$ cat src/rtl/msr_pkg.sv
package msr_pkg;
   // Index of each status line inside the 4-bit line vector.
   // The same index selects the matching change flag.
   localparam int LN_CTS = 0;
   localparam int LN_DSR = 1;
   localparam int LN_RI  = 2;
   localparam int LN_DCD = 3;
   localparam int N_LINES = 4;

   // Control bit positions
   localparam int CB_DTR  = 0;
   localparam int CB_RTS  = 1;
   localparam int CB_OUT1 = 2;
   localparam int CB_OUT2 = 3;
   localparam int CB_LOOP = 4;
   localparam int CTL_MIN_W = 5;

   typedef logic [N_LINES-1:0] lines_t;

   // Line state outside loopback: carrier and data-set-ready high
   localparam lines_t LINES_IDLE = lines_t'(4'b1010);
endpackage

$ cat src/rtl/msr_line_map.sv
module msr_line_map
   import msr_pkg::*;
#(
   parameter int CTL_W        = 5,
   parameter bit HAS_LOOPBACK = 1'b1
) (
   input  logic [CTL_W-1:0] ctl,
   output lines_t           lines
);
   generate
      if (CTL_W < CTL_MIN_W) begin : g_bad_w
         $error("msr_line_map: CTL_W must be at least 5");
      end

      if (HAS_LOOPBACK) begin : g_loop
         lines_t wired;
         always_comb begin
            wired         = '0;
            wired[LN_CTS] = ctl[CB_RTS];
            wired[LN_DSR] = ctl[CB_DTR];
            wired[LN_RI]  = ctl[CB_OUT1];
            wired[LN_DCD] = ctl[CB_OUT2];
         end
         assign lines = ctl[CB_LOOP] ? wired : LINES_IDLE;
      end else begin : g_fixed
         logic unused_ctl;
         assign unused_ctl = ^ctl;
         assign lines      = LINES_IDLE;
      end
   endgenerate
endmodule

$ cat src/rtl/msr_delta_track.sv
module msr_delta_track
   import msr_pkg::*;
(
   input  logic   clk,
   input  logic   rst_n,
   input  logic   upd,
   input  logic   clr,
   input  lines_t nxt_lines,
   output lines_t cur_lines,
   output lines_t flags
);
   lines_t ev;

   // Per-line event rule: ring reports only its trailing edge
   generate
      for (genvar i = 0; i < N_LINES; i++) begin : g_ev
         if (i == LN_RI) begin : g_fall
            assign ev[i] = cur_lines[i] & ~nxt_lines[i];
         end else begin : g_any
            assign ev[i] = cur_lines[i] ^ nxt_lines[i];
         end
      end
   endgenerate

   lines_t flags_nxt;
   always_comb begin
      flags_nxt = clr ? '0 : flags;
      if (upd) flags_nxt = flags_nxt | ev;
   end

   always_ff @(posedge clk or negedge rst_n) begin
      if (!rst_n) begin
         cur_lines <= LINES_IDLE;
         flags     <= '0;
      end else begin
         if (upd) cur_lines <= nxt_lines;
         flags <= flags_nxt;
      end
   end
endmodule

$ cat src/rtl/modem_status_unit.sv
module modem_status_unit
   import msr_pkg::*;
#(
   parameter int CTL_W        = 5,
   parameter bit HAS_LOOPBACK = 1'b1
) (
   input  logic             clk,
   input  logic             rst_n,
   input  logic             ctl_wr,
   input  logic [CTL_W-1:0] ctl_val,
   input  logic             sts_rd,
   output logic [7:0]       sts_byte,
   output logic             delta_any
);
   localparam int STS_W = 2 * N_LINES;

   generate
      if (STS_W != 8) begin : g_bad_sts
         $error("modem_status_unit: status byte must be 8 bits");
      end
   endgenerate

   lines_t mapped;
   lines_t lines_q;
   lines_t flags_q;

   msr_line_map #(
      .CTL_W        (CTL_W),
      .HAS_LOOPBACK (HAS_LOOPBACK)
   ) u_map (
      .ctl   (ctl_val),
      .lines (mapped)
   );

   msr_delta_track u_trk (
      .clk       (clk),
      .rst_n     (rst_n),
      .upd       (ctl_wr),
      .clr       (sts_rd),
      .nxt_lines (mapped),
      .cur_lines (lines_q),
      .flags     (flags_q)
   );

   assign sts_byte  = {lines_q, flags_q};
   assign delta_any = |flags_q;
endmodule

$ cat config.mk
export PLATFORM = sky130hd
export DESIGN_NAME = modem_status_unit
export DESIGN_NICKNAME = d
export VERILOG_FILES = /design/src/rtl/msr_pkg.sv /design/src/rtl/msr_line_map.sv /design/src/rtl/msr_delta_track.sv /design/src/rtl/modem_status_unit.sv
export SDC_FILE = /design/constraint.sdc
export NUM_CORES = 1
export LEC_CHECK = 0
export BUFFER_PORTS_ARGS = -buffer_cell sky130_fd_sc_hd__buf_2
export CAP_MARGIN = 20
export CELL_PAD_IN_SITES_DETAIL_PLACEMENT = 1
export CELL_PAD_IN_SITES_GLOBAL_PLACEMENT = 1
export CORE_MARGIN = 2
export CORE_UTILIZATION = 27
export CTS_CLUSTER_DIAMETER = 80
export CTS_CLUSTER_SIZE = 16
export DETAILED_ROUTE_END_ITERATION = 8
export PLACE_DENSITY = 0.76
export SETUP_SLACK_MARGIN = 0.3
export SLEW_MARGIN = 30
export SYNTH_ARGS = -nofsm -noshare
export SYNTH_HDL_FRONTEND = slang
export SYNTH_SLANG_ARGS = --single-unit
$ cat constraint.sdc
create_clock -name clk -period 1 [get_ports clk]
set_clock_uncertainty 0.15 [all_clocks]
set_input_delay 0.05 -clock clk [delete_from_list [all_inputs] [get_ports clk]]
set_output_delay 0.05 -clock clk [all_outputs]
set_load 0.01 [all_outputs]
[Word-level counts from Yosys, hierarchy flattened]
Cells that the tools add are included.
Word-level totals
  output and inout bits: 9
  word-level logic and storage cells: 12
  flip-flop bits (word level): 8
  input port bits: 9
Operators by class
  reductions and logical operators: 1
  bitwise gates (word level): 6
  mux-type cells: 3
Operators with widths (number)
  $mux 4: 3
  $or 4x4->4: 1
  $reduce_or 4->1: 1
  $xor 1x1->1: 3
  $and 1x1->1: 1
  $not 1->1: 1

[Depth between registers and ports, before layout]
Gate-level depths: netlist of the first run.
  depth after elaboration: 5
  mapped depth: 3
  mapped depth without buffers: 2

[By module]
A second synthesis of the first run with hierarchy kept.
Unflattened totals
  cells, all modules: 27
  area total of the unflattened synthesis: 379.1 um^2
By module, submodules not included
  msr_delta_track: seq. area each 202.7 um^2, cells each 22, area an instance 346.6 um^2, times used 1
  msr_line_map: seq. area each 0.0 um^2, cells each 4, area an instance 25.0 um^2, times used 1
  modem_status_unit: seq. area each 0.0 um^2, cells each 1, area an instance 7.5 um^2, times used 1

[Least setup slack after synthesis of the first run]
Ideal clock, no wire load.
  kind: reg2out
  from: reg u_trk.flags[1]
  to: out delta_any
  stages on the path, launching flop included: 2
  setup slack: -0.180 ns
  data arrival time: 0.980 ns
  path through: dfrtp_1 -> or4_1
Between the ends
  word-level cells in the longest chain between the ends: 1
RTL lines
  start: declaration: RTL line msr_delta_track.sv:10  | output lines_t flags
  start signal: assignment: RTL line msr_delta_track.sv:37  | flags <= flags_nxt;
  $reduce_or 4->1: RTL line modem_status_unit.sv:46  | assign delta_any = |flags_q;
  end: declaration: RTL line modem_status_unit.sv:13  | output logic delta_any
Every way passes these cells.

[Worst setup path after layout of the first run]
Ends and elaborated chain as after synthesis.

==> results of run 1 <==
-- Yosys cell counts (all sizes together) --
master  n
nor2    2
a21oi   2
dfrtp   6
mux2    1
nand2b  2
inv     5
dfstp   2
nor2b   2
buf     1
nand2   2
nand3   1
o221ai  3
or4     1
o21ai   1
a32o    1
nand4b  3
and2    1
-- stage by stage --
step	hold slack, ns	utilization (%)	cell area [sq um]	total power [mW]
2_1_floorplan	-0.3956	-	380.4	0.4773
3_3_place_gp	-0.2515	39.52	514.2	0.5836
3_5_place_dp	-0.2520	39.52	514.2	0.5939
4_1_cts	-0.09804	51.92	675.6	0.9878
5_1_grt	-0.08718	56.15	730.7	1.095
6_report	-0.09586	56.15	730.7	1.028
-- layout by cell type (no fill, tap or decap), types with 3 or more instances in the layout --
cell,count
buf_2,10
buf_4,3
buf_6,16
clkbuf_4,3
dfrtp_1,6
inv_1,3
nand4b_1,3
o221ai_2,3
-- registers in the layout, summed over array words and instances (netlist names) --
name / flops
u_trk.cur_lines: 4
u_trk.flags: 4
-- metal layers --
layer	routed length (um)	vias up	global-route usage (%)
met4	40	0	14.52
met5	0	-	0
met1	408	186	16.50
met2	721	15	31.64
li1	-	195	-
met3	71	4	6.915
-- report_power, final --
part	switching (mW)	leakage (nW)	internal, mW
Clock	0.123	0.0150	0.153
Combinational	0.138	0.240	0.222
Sequential	0.0288	0.0983	0.362
-- final timing paths --
check                                         from                  to  slack [ns]  cells after the start
worst min register to register  u_trk.cur_lines[1]  u_trk.cur_lines[1]        0.37                      2
worst max-delay path                u_trk.flags[1]           delta_any       -0.51                      2
worst max register to register      u_trk.flags[0]      u_trk.flags[0]       -0.23                      6
worst min-delay path                    ctl_val[2]  u_trk.cur_lines[2]        -0.1                      3
min in group asynchronous                    rst_n      u_trk.flags[1]       -0.01                      2
max in group asynchronous                    rst_n  u_trk.cur_lines[1]        0.47                      2
-- final cells by class --
type / instances / share of cell area, %
multi-input combinational: 22 / 27.57
tap: 15 / 2.568
clock buffer: 4 / 3.596
timing repair buffer: 30 / 35.96
inverter: 5 / 2.568
sequential: 8 / 27.74
-- logic make-up (layout without fill, tap and decap cells) --
kind of cell           after synthesis  count (layout)  share of synthesized area [%]
AOI/OAI and AO/OA                    7               7                          13.62
and+or+nand+nor                     14              14                          22.59
muxes                                1               1                          2.990
DFF                                  8               8                          53.82
buffers and inverters                6              39                          6.978
-- worst min-delay path: cells and delay by family --
family	cells	cell delay [ns]
buffers and inverters	1	0.09
AOI/OAI and AO/OA	1	0.06
and+or+nand+nor	1	0.09
-- repair_timing --
action | in CTS | in global routing
buffers inserted | 3 | 4
gates resized for setup | 20 | 8
setup endpoints to repair | 17 | 17
pin swaps | 2 | 3
endpoints found under the hold margin | 15 | 7
==> flow_metrics.env, run 1 <==
export IMPL_status="complete, but fails checks"
export IMPL_violations="negative hold slack, negative setup slack"
export IMPL_die_area_sq_um=1709
export IMPL_worstPathRequired_ns=0.80
export IMPL_period_minus_slack_ns=1.514
export IMPL_slew_headroom_pct=82.53
export IMPL_clock_latency_ns=0.26
export IMPL_cp_buffers_inverters=1
export IMPL_timing_final_crit_share_pct=151.4
export IMPL_synth_top_area_share_pct=39.87
export IMPL_vias=400
export IMPL_antenna_found_initial=0
export IMPL_cts_htree_levels=1
export IMPL_fin_nets=79
export IMPL_nFillCells=145
export IMPL_numCtsBuffers=3
export IMPL_clockBufferDepth=2
export IMPL_arrival_ns=1.31
export IMPL_crit_path_max_incr_delay_ns=0.53
export IMPL_synth_area_leaders="dfrtp_1 40%, dfstp_2 14%, nand4b_1 7.0%"
export IMPL_postRouteAntennaNets=0
export IMPL_finalSetupViolations=13
export IMPL_rsz0062_at_grt="yes"
export IMPL_drv_cap=0
export IMPL_cts_root_buf="clkbuf_4"
export IMPL_hold_class="in2reg"
export IMPL_timing_final_ws_setup_ns=-0.5141
export IMPL_syn_nets=45
export IMPL_clk_pin_slew_worst_paths_ns=0.06
export IMPL_clock_sinks=8
export IMPL_ir_drop_mv=0.8427
export IMPL_layout_cells_non_filler=84
export IMPL_initial_utilization_pct=28.94
export IMPL_syn2layout_area_growth_pct=94.02
export IMPL_row_count=13
export IMPL_grt_max_degree=12
export IMPL_core_area_sq_um=1301
export IMPL_port_buffers=17
export IMPL_syn_area_sq_um=376.6
export IMPL_yosys_warnings=0
export IMPL_die_width_um=41.35
export IMPL_cp_top_family="simple AND/OR/NAND/NOR gates"
export IMPL_final_hold_viol_count=13
export IMPL_worst_path_max_fanout=2
export IMPL_drtIter0Drc=5
export IMPL_start_kind="flip-flop"
export IMPL_synth_cells=36
export IMPL_dp_cells=72
export IMPL_antenna_cells=0
export IMPL_end_kind="output port"
export IMPL_synth_top_cell_by_area="dfrtp_1"
export IMPL_pin_count=18
export IMPL_worstPathCellList="or4_4, buf_6"
export IMPL_overflow=0
export IMPL_multi_input_area_sq_um=201.4
export IMPL_tightestPinTransition_ns=0.2616
export IMPL_drt_total_wl_um=1241
export IMPL_p_leak_nw=0.3532
export IMPL_chipHeight_um=41.35
export IMPL_ys_types=17
export IMPL_hpwlAfterDp_um=781.6
export IMPL_via_per_inst=4.762
export IMPL_cts_tree="built"
export IMPL_pwr_density_cell_nw_per_um2=1407
export IMPL_gp_congestion=0.6426
export IMPL_grt_pass1_vias=393
export IMPL_ys_seq_area_share_pct=53.82
export IMPL_cts_hold_buf=1
export IMPL_ff_latch_area_sq_um=202.7
export IMPL_grt_util_all_layers_pct=18.11
export IMPL_pre_cts_ws_ns=-0.2490
export IMPL_crit_type="reg2out"
export IMPL_drc=0
export IMPL_grt_pass1_wl_um=1773
export IMPL_drv_slew=0
export IMPL_drive_gt1_share_pct=69.57
export IMPL_dr_pass1_iters=4
export IMPL_finalSetupTns_ns=-1.968
export IMPL_whs_ns=-0.09586
export IMPL_max_freq_ghz=0.6604
export IMPL_ys_ff_latch=8
export IMPL_syn_avg_cell_area_sq_um=10.46
export IMPL_wire_per_inst_um=14.77
export IMPL_critical_path_slowest_cell="or4_4"
(Power assumes the default switching activity.)
==> run 2: changes to the inputs <==
--- a/config.mk
+++ b/config.mk
@@ -9,13 +9,14 @@
 export CAP_MARGIN = 20
 export CELL_PAD_IN_SITES_DETAIL_PLACEMENT = 1
 export CELL_PAD_IN_SITES_GLOBAL_PLACEMENT = 1
-export CORE_MARGIN = 2
-export CORE_UTILIZATION = 27
-export CTS_CLUSTER_DIAMETER = 80
+export CORE_AREA = 2 2 39 41
+export CTS_CLUSTER_DIAMETER = 150
 export CTS_CLUSTER_SIZE = 16
 export DETAILED_ROUTE_END_ITERATION = 8
+export DIE_AREA = 0 0 41 43
 export PLACE_DENSITY = 0.76
 export SETUP_SLACK_MARGIN = 0.3
+export SKIP_LAST_GASP = 1
 export SLEW_MARGIN = 30
 export SYNTH_ARGS = -nofsm -noshare
 export SYNTH_HDL_FRONTEND = slang
==> constraint.sdc (replaced) <==
create_clock -name clk -period 1.73 [get_ports clk]
set_clock_uncertainty 0.15 [all_clocks]
set_input_delay 0.0865 -clock clk [delete_from_list [all_inputs] [get_ports clk]]
set_output_delay 0.0865 -clock clk [all_outputs]
set_load 0.01 [all_outputs]
==> run 2 against run 1 <==
The flow now finishes without violations. Combinational power down 70%. Critical path type unchanged. Core utilization down 15 points. Critical endpoint unchanged. Largest power group unchanged. First-iteration DRC count up 20%. Die area up 3.1%.
==> flow_metrics.env, run 2 (synthesis results as in run 1) <==
export IMPL_largest_registers="u_trk.cur_lines (4), u_trk.flags (4)"
export IMPL_crit_type="reg2out"
export IMPL_cts_tree="built"
export IMPL_drv_cap=0
export IMPL_clk_pin_slew_worst_paths_ns=0.05
export IMPL_numCtsBuffers=3
export IMPL_nFillCells=167
export IMPL_slew_headroom_pct=84.42
export IMPL_dr_pass1_iters=4
export IMPL_postRouteAntennaNets=0
export IMPL_rsz0062_at_grt="yes"
export IMPL_wire_per_inst_um=11.49
export IMPL_worst_r2r_cell_count=2
export IMPL_grt_util_all_layers_pct=13.04
export IMPL_drive_gt1_share_pct=39.68
export IMPL_clock_sinks=8
export IMPL_drt_total_wl_um=908
export IMPL_dp_cells=68
export IMPL_clockBufferDepth=2
export IMPL_final_hold_viol_count=0
export IMPL_grt_pass1_wl_um=1407
export IMPL_hpwlAfterDp_um=668.7
export IMPL_vias=372
export IMPL_antenna_found_initial=0
export IMPL_worstPathRequired_ns=1.49
export IMPL_arrival_ns=1.27
export IMPL_crit_start="u_trk.flags[0]"
export IMPL_chipHeight_um=43
export IMPL_clock_latency_ns=0.25
export IMPL_end_kind="output port"
export IMPL_pin_count=18
export IMPL_syn2layout_area_growth_pct=50.17
export IMPL_tightestPinTransition_ns=0.2338
export IMPL_final_common_cell="buf_2"
export IMPL_status="completed"
export IMPL_core_area_sq_um=1384
export IMPL_finalSetupTns_ns=0
export IMPL_fin_nets=73
export IMPL_via_per_inst=4.709
export IMPL_die_area_sq_um=1763
export IMPL_drv_slew=0
export IMPL_row_count=14
export IMPL_finalPower_uw=483.0
export IMPL_timing_final_crit_share_pct=87.28
export IMPL_r2r_end="u_trk.flags[3]"
export IMPL_drtIter0Drc=6
export IMPL_ir_drop_mv=0.2839
export IMPL_cts_root_buf="clkbuf_4"
export IMPL_pwr_density_cell_nw_per_um2=854.0
export IMPL_hold_class="in2reg"
export IMPL_p_leak_nw=0.2738
export IMPL_start_kind="flip-flop"
export IMPL_grt_pass1_vias=341
export IMPL_critPathCapture="delta_any"
export IMPL_grt_max_degree=15
export IMPL_die_width_um=41
export IMPL_initial_utilization_pct=27.22
export IMPL_finalSetupViolations=0
export IMPL_gp_congestion=0.6973
export IMPL_max_freq_ghz=0.6622
export IMPL_worst_path_max_fanout=2
export IMPL_r2r_slack_ns=0.70
export IMPL_overflow=0
export IMPL_period_minus_slack_ns=1.510
export IMPL_port_buffers=17
export IMPL_antenna_cells=0
export IMPL_cts_htree_levels=1
export IMPL_r2r_start="u_trk.cur_lines[3]"
export IMPL_drc=0
export IMPL_final_cell_mix="17 x buf_2, 6 x dfrtp_1, 5 x inv_1, 5 x dlygate4sd3_1"
export IMPL_whs_path_depth=3
export IMPL_layout_cells_non_filler=79
run 2: worst min path at each step:
| stage | startpoint | endpoint |
|---|---|---|
| global placement | rst_n | u_trk.flags[0] |
| global route | ctl_val[3] | u_trk.cur_lines[3] |
| CTS | ctl_val[3] | u_trk.cur_lines[3] |
| detailed placement | rst_n | u_trk.flags[0] |
| floorplan | rst_n | u_trk.cur_lines[0] |
| finish | ctl_val[3] | u_trk.cur_lines[3] |
run 2: power breakdown:
| part | internal [mW] | switching, mW | leakage (nW) |
|---|---|---|---|
| clock | 0.0883 | 0.0647 | 0.0150 |
| sequential | 0.209 | 0.0126 | 0.0983 |
| combinational | 0.0568 | 0.0511 | 0.161 |
run 2: per-stage QoR:
step / setup WS [ns] / hold WS [ns] / area [sq um] / util (%)
5_1_grt: 0.1387 / 0.01809 / 565.5 / 40.87
6_report: 0.2200 / 0.01062 / 565.5 / 40.87
4_1_cts: 0.2034 / 0.001406 / 565.5 / 40.87
3_3_place_gp: 0.4911 / -0.2095 / 474.2 / 34.27
3_5_place_dp: 0.4739 / -0.2112 / 474.2 / 34.27
2_1_floorplan: 0.5133 / -0.3591 / 376.6 / -
run 2: routing by layer:
layer  share of wire [%]  vias up  track usage [%]
li1                    -      182                -
met1                  40      176            11.51
met2                  55       12            20.00
met3                 3.3        2            6.283
met4                 1.1        0            12.00
met5                   0        -                0
run 2: cell type report:
class / count / area [sq um] / area share (%)
Inverter: 5 / 18.77 / 3.319
Sequential cell: 8 / 202.7 / 35.84
Tap cell: 16 / 20.02 / 3.540
Timing Repair Buffer: 24 / 150.1 / 26.55
Multi-Input combinational cell: 22 / 147.6 / 26.11
Clock buffer: 4 / 26.28 / 4.646
run 2: critical path, stage by stage (launching register included):
cell,delay (ns)
dfrtp_1,0.37
or4_1,0.50
buf_2,0.15
run 2: repair_timing:
| item | 4_1_cts | 5_1_grt |
|---|---|---|
| endpoints found under the setup margin | 1 | 1 |
| gates resized for setup | 0 | 0 |
| hold buffers | 5 | 0 |
| setup buffers | 2 | 0 |
| pin swaps | 0 | 1 |
| endpoints found under the hold margin | 14 | 0 |
==> run 3: changes to the inputs <==
--- a/config.mk
+++ b/config.mk
@@ -14,7 +14,7 @@
 export CTS_CLUSTER_SIZE = 16
 export DETAILED_ROUTE_END_ITERATION = 8
 export DIE_AREA = 0 0 41 43
-export PLACE_DENSITY = 0.76
+export PLACE_DENSITY = 0.64
 export SETUP_SLACK_MARGIN = 0.3
 export SKIP_LAST_GASP = 1
 export SLEW_MARGIN = 30
==> run 3 against run 2 <==
Register-to-register slack got worse by 0.02 ns. Cell area grew 2.4%. First-iteration DRC count is 67% higher. Sequential share of layout area down 0.85 points. Worst hold slack better by 0.0088 ns. Wire length increased by 7.9%. Clock power shrank 7%. Clock-buffer cell count decreased by 1. Power down 0.31%. Non-clock buffer count up 2. Core utilization is 0.99 points higher.
==> flow_metrics.env, run 3 (synthesis results as in run 1) <==
export IMPL_status="completed"
export IMPL_fin_nets=75
export IMPL_antenna_found_initial=0
export IMPL_end_kind="output port"
export IMPL_syn2layout_area_growth_pct=53.82
export IMPL_worstPathRequired_ns=1.49
export IMPL_nFillCells=169
export IMPL_drv_cap=0
export IMPL_crit_type="reg2out"
export IMPL_initial_utilization_pct=27.22
export IMPL_overflow=0
export IMPL_start_kind="flip-flop"
export IMPL_crit_start="u_trk.flags[0]"
export IMPL_grt_pass1_vias=311
export IMPL_layout_cells_non_filler=80
export IMPL_pwr_share_clk_pct=29.6
export IMPL_dp_cells=68
export IMPL_clock_latency_ns=0.25
export IMPL_via_per_inst=4.675
export IMPL_largest_registers="u_trk.cur_lines (4), u_trk.flags (4)"
export IMPL_max_freq_ghz=0.6482
export IMPL_die_area_sq_um=1763
export IMPL_row_count=14
export IMPL_r2r_slack_ns=0.68
export IMPL_power_internal_uw=350.8
export IMPL_hpwlAfterDp_um=653.1
export IMPL_dr_pass1_iters=4
export IMPL_timing_final_crit_share_pct=89.18
export IMPL_drive_gt1_share_pct=40.63
export IMPL_clockBufferDepth=2
export IMPL_dpl_cell_area_sq_um=474.2
export IMPL_finalSetupTns_ns=0
export IMPL_port_buffers=17
export IMPL_hp_start="ctl_wr"
export IMPL_multi_input_area_sq_um=147.6
export IMPL_pre_cts_ws_ns=0.4803
export IMPL_numCtsBuffers=3
export IMPL_grt_pass1_wl_um=1414
export IMPL_p_sw_uw=130.7
export IMPL_cts_htree_levels=1
export IMPL_postRouteAntennaNets=0
export IMPL_timing_final_ws_setup_ns=0.1872
export IMPL_whs_ns=0.01939
export IMPL_final_cell_mix="17 x buf_2, 6 x dlygate4sd3_1, 6 x dfrtp_1, 5 x inv_1"
export IMPL_tightestPinTransition_ns=0.2446
export IMPL_p_leak_nw=0.2818
export IMPL_wire_per_inst_um=12.25
export IMPL_drtIter0Drc=10
export IMPL_finalPower_uw=481.5
export IMPL_r2r_start="u_trk.flags[0]"
export IMPL_seqPwrFrac_pct=46.3
export IMPL_final_core_util_pct=41.86
export IMPL_drt_total_wl_um=980
export IMPL_final_common_cell="buf_2"
export IMPL_worst_path_max_fanout=2
export IMPL_clock_sinks=8
export IMPL_hold_class="in2reg"
export IMPL_switching_share_pct=27.15
export IMPL_die_width_um=41
export IMPL_cts_root_buf="clkbuf_4"
export IMPL_vias=374
export IMPL_final_hold_viol_count=0
export IMPL_gp_congestion=0.6646
export IMPL_pwr_density_cell_nw_per_um2=831.2
export IMPL_chipHeight_um=43
export IMPL_design_area_sq_um=579.3
export IMPL_drv_slew=0
export IMPL_arrival_ns=1.31
export IMPL_rsz0062_at_grt="yes"
export IMPL_period_minus_slack_ns=1.543
export IMPL_pin_count=18
export IMPL_antenna_cells=0
export IMPL_p_comb_share_pct=24.0
export IMPL_drc=0
export IMPL_worst_r2r_cell_count=4
export IMPL_clk_pin_slew_worst_paths_ns=0.05
export IMPL_grt_util_all_layers_pct=12.98
export IMPL_grt_max_degree=15
export IMPL_critPathCapture="delta_any"
export IMPL_slew_headroom_pct=83.69
export IMPL_r2r_end="u_trk.flags[0]"
export IMPL_cts_tree="built"
export IMPL_finalSetupViolations=0
export IMPL_core_area_sq_um=1384
export IMPL_ir_drop_mv=0.2532
export IMPL_ff_latch_area_sq_um=202.7
## run 3: cell types whose count changed in the layout (fill, tap and decap cells not counted)
cell,previous run,this run
buf_4,2,3
clkbuf_1,1,0
dlygate4sd3_1,5,6
## run 3: area by class of cell
cell class	instances	area share [%]
repair buffers	26	28.94
multi-input cells	22	25.49
inverters	5	3.240
flip-flops and latches	8	34.99
clock buffers	3	3.888
well taps	16	3.456
## run 3: power by group through the flow
stage / Clock (mW) / Sequential, mW / Combinational, mW
3_3_place_gp: 0 / 0.226 / 0.0906
4_1_cts: 0.153 / 0.222 / 0.111
3_5_place_dp: 0 / 0.227 / 0.0908
6_report: 0.143 / 0.223 / 0.116
2_1_floorplan: 0 / 0.235 / 0.0365
5_1_grt: 0.167 / 0.226 / 0.129
## run 3: what timing repair did
action / 4_1_cts / 5_1_grt
setup endpoints to repair: 1 / 1
hold buffers: 6 / 0
gates resized for setup: 0 / 0
pin swaps: 0 / 1
endpoints found under the hold margin: 15 / 0
buffers inserted: 2 / 1
## run 3: per-layer routing
metal	vias to the layer above	wire, um	track usage (%)
met2	17	451	15.31
met4	0	21	10.00
li1	185	-	-
met5	-	0	0
met3	2	75	4.712
met1	170	432	18.27
## run 3: worst min path at each step
stage,slack [ns],cells after the start,endpoint
CTS,0.01,2,u_trk.cur_lines[1]
detailed placement,-0.21,1,u_trk.flags[0]
global route,0.03,2,u_trk.cur_lines[1]
floorplan,-0.36,0,u_trk.cur_lines[0]
global placement,-0.21,1,u_trk.flags[0]
finish,0.02,2,u_trk.cur_lines[1]
## run 3: worst max-delay path, cell delays in order (launching register included)
cell	delay, ns
dfrtp_1	0.37
or4_1	0.52
buf_2	0.16
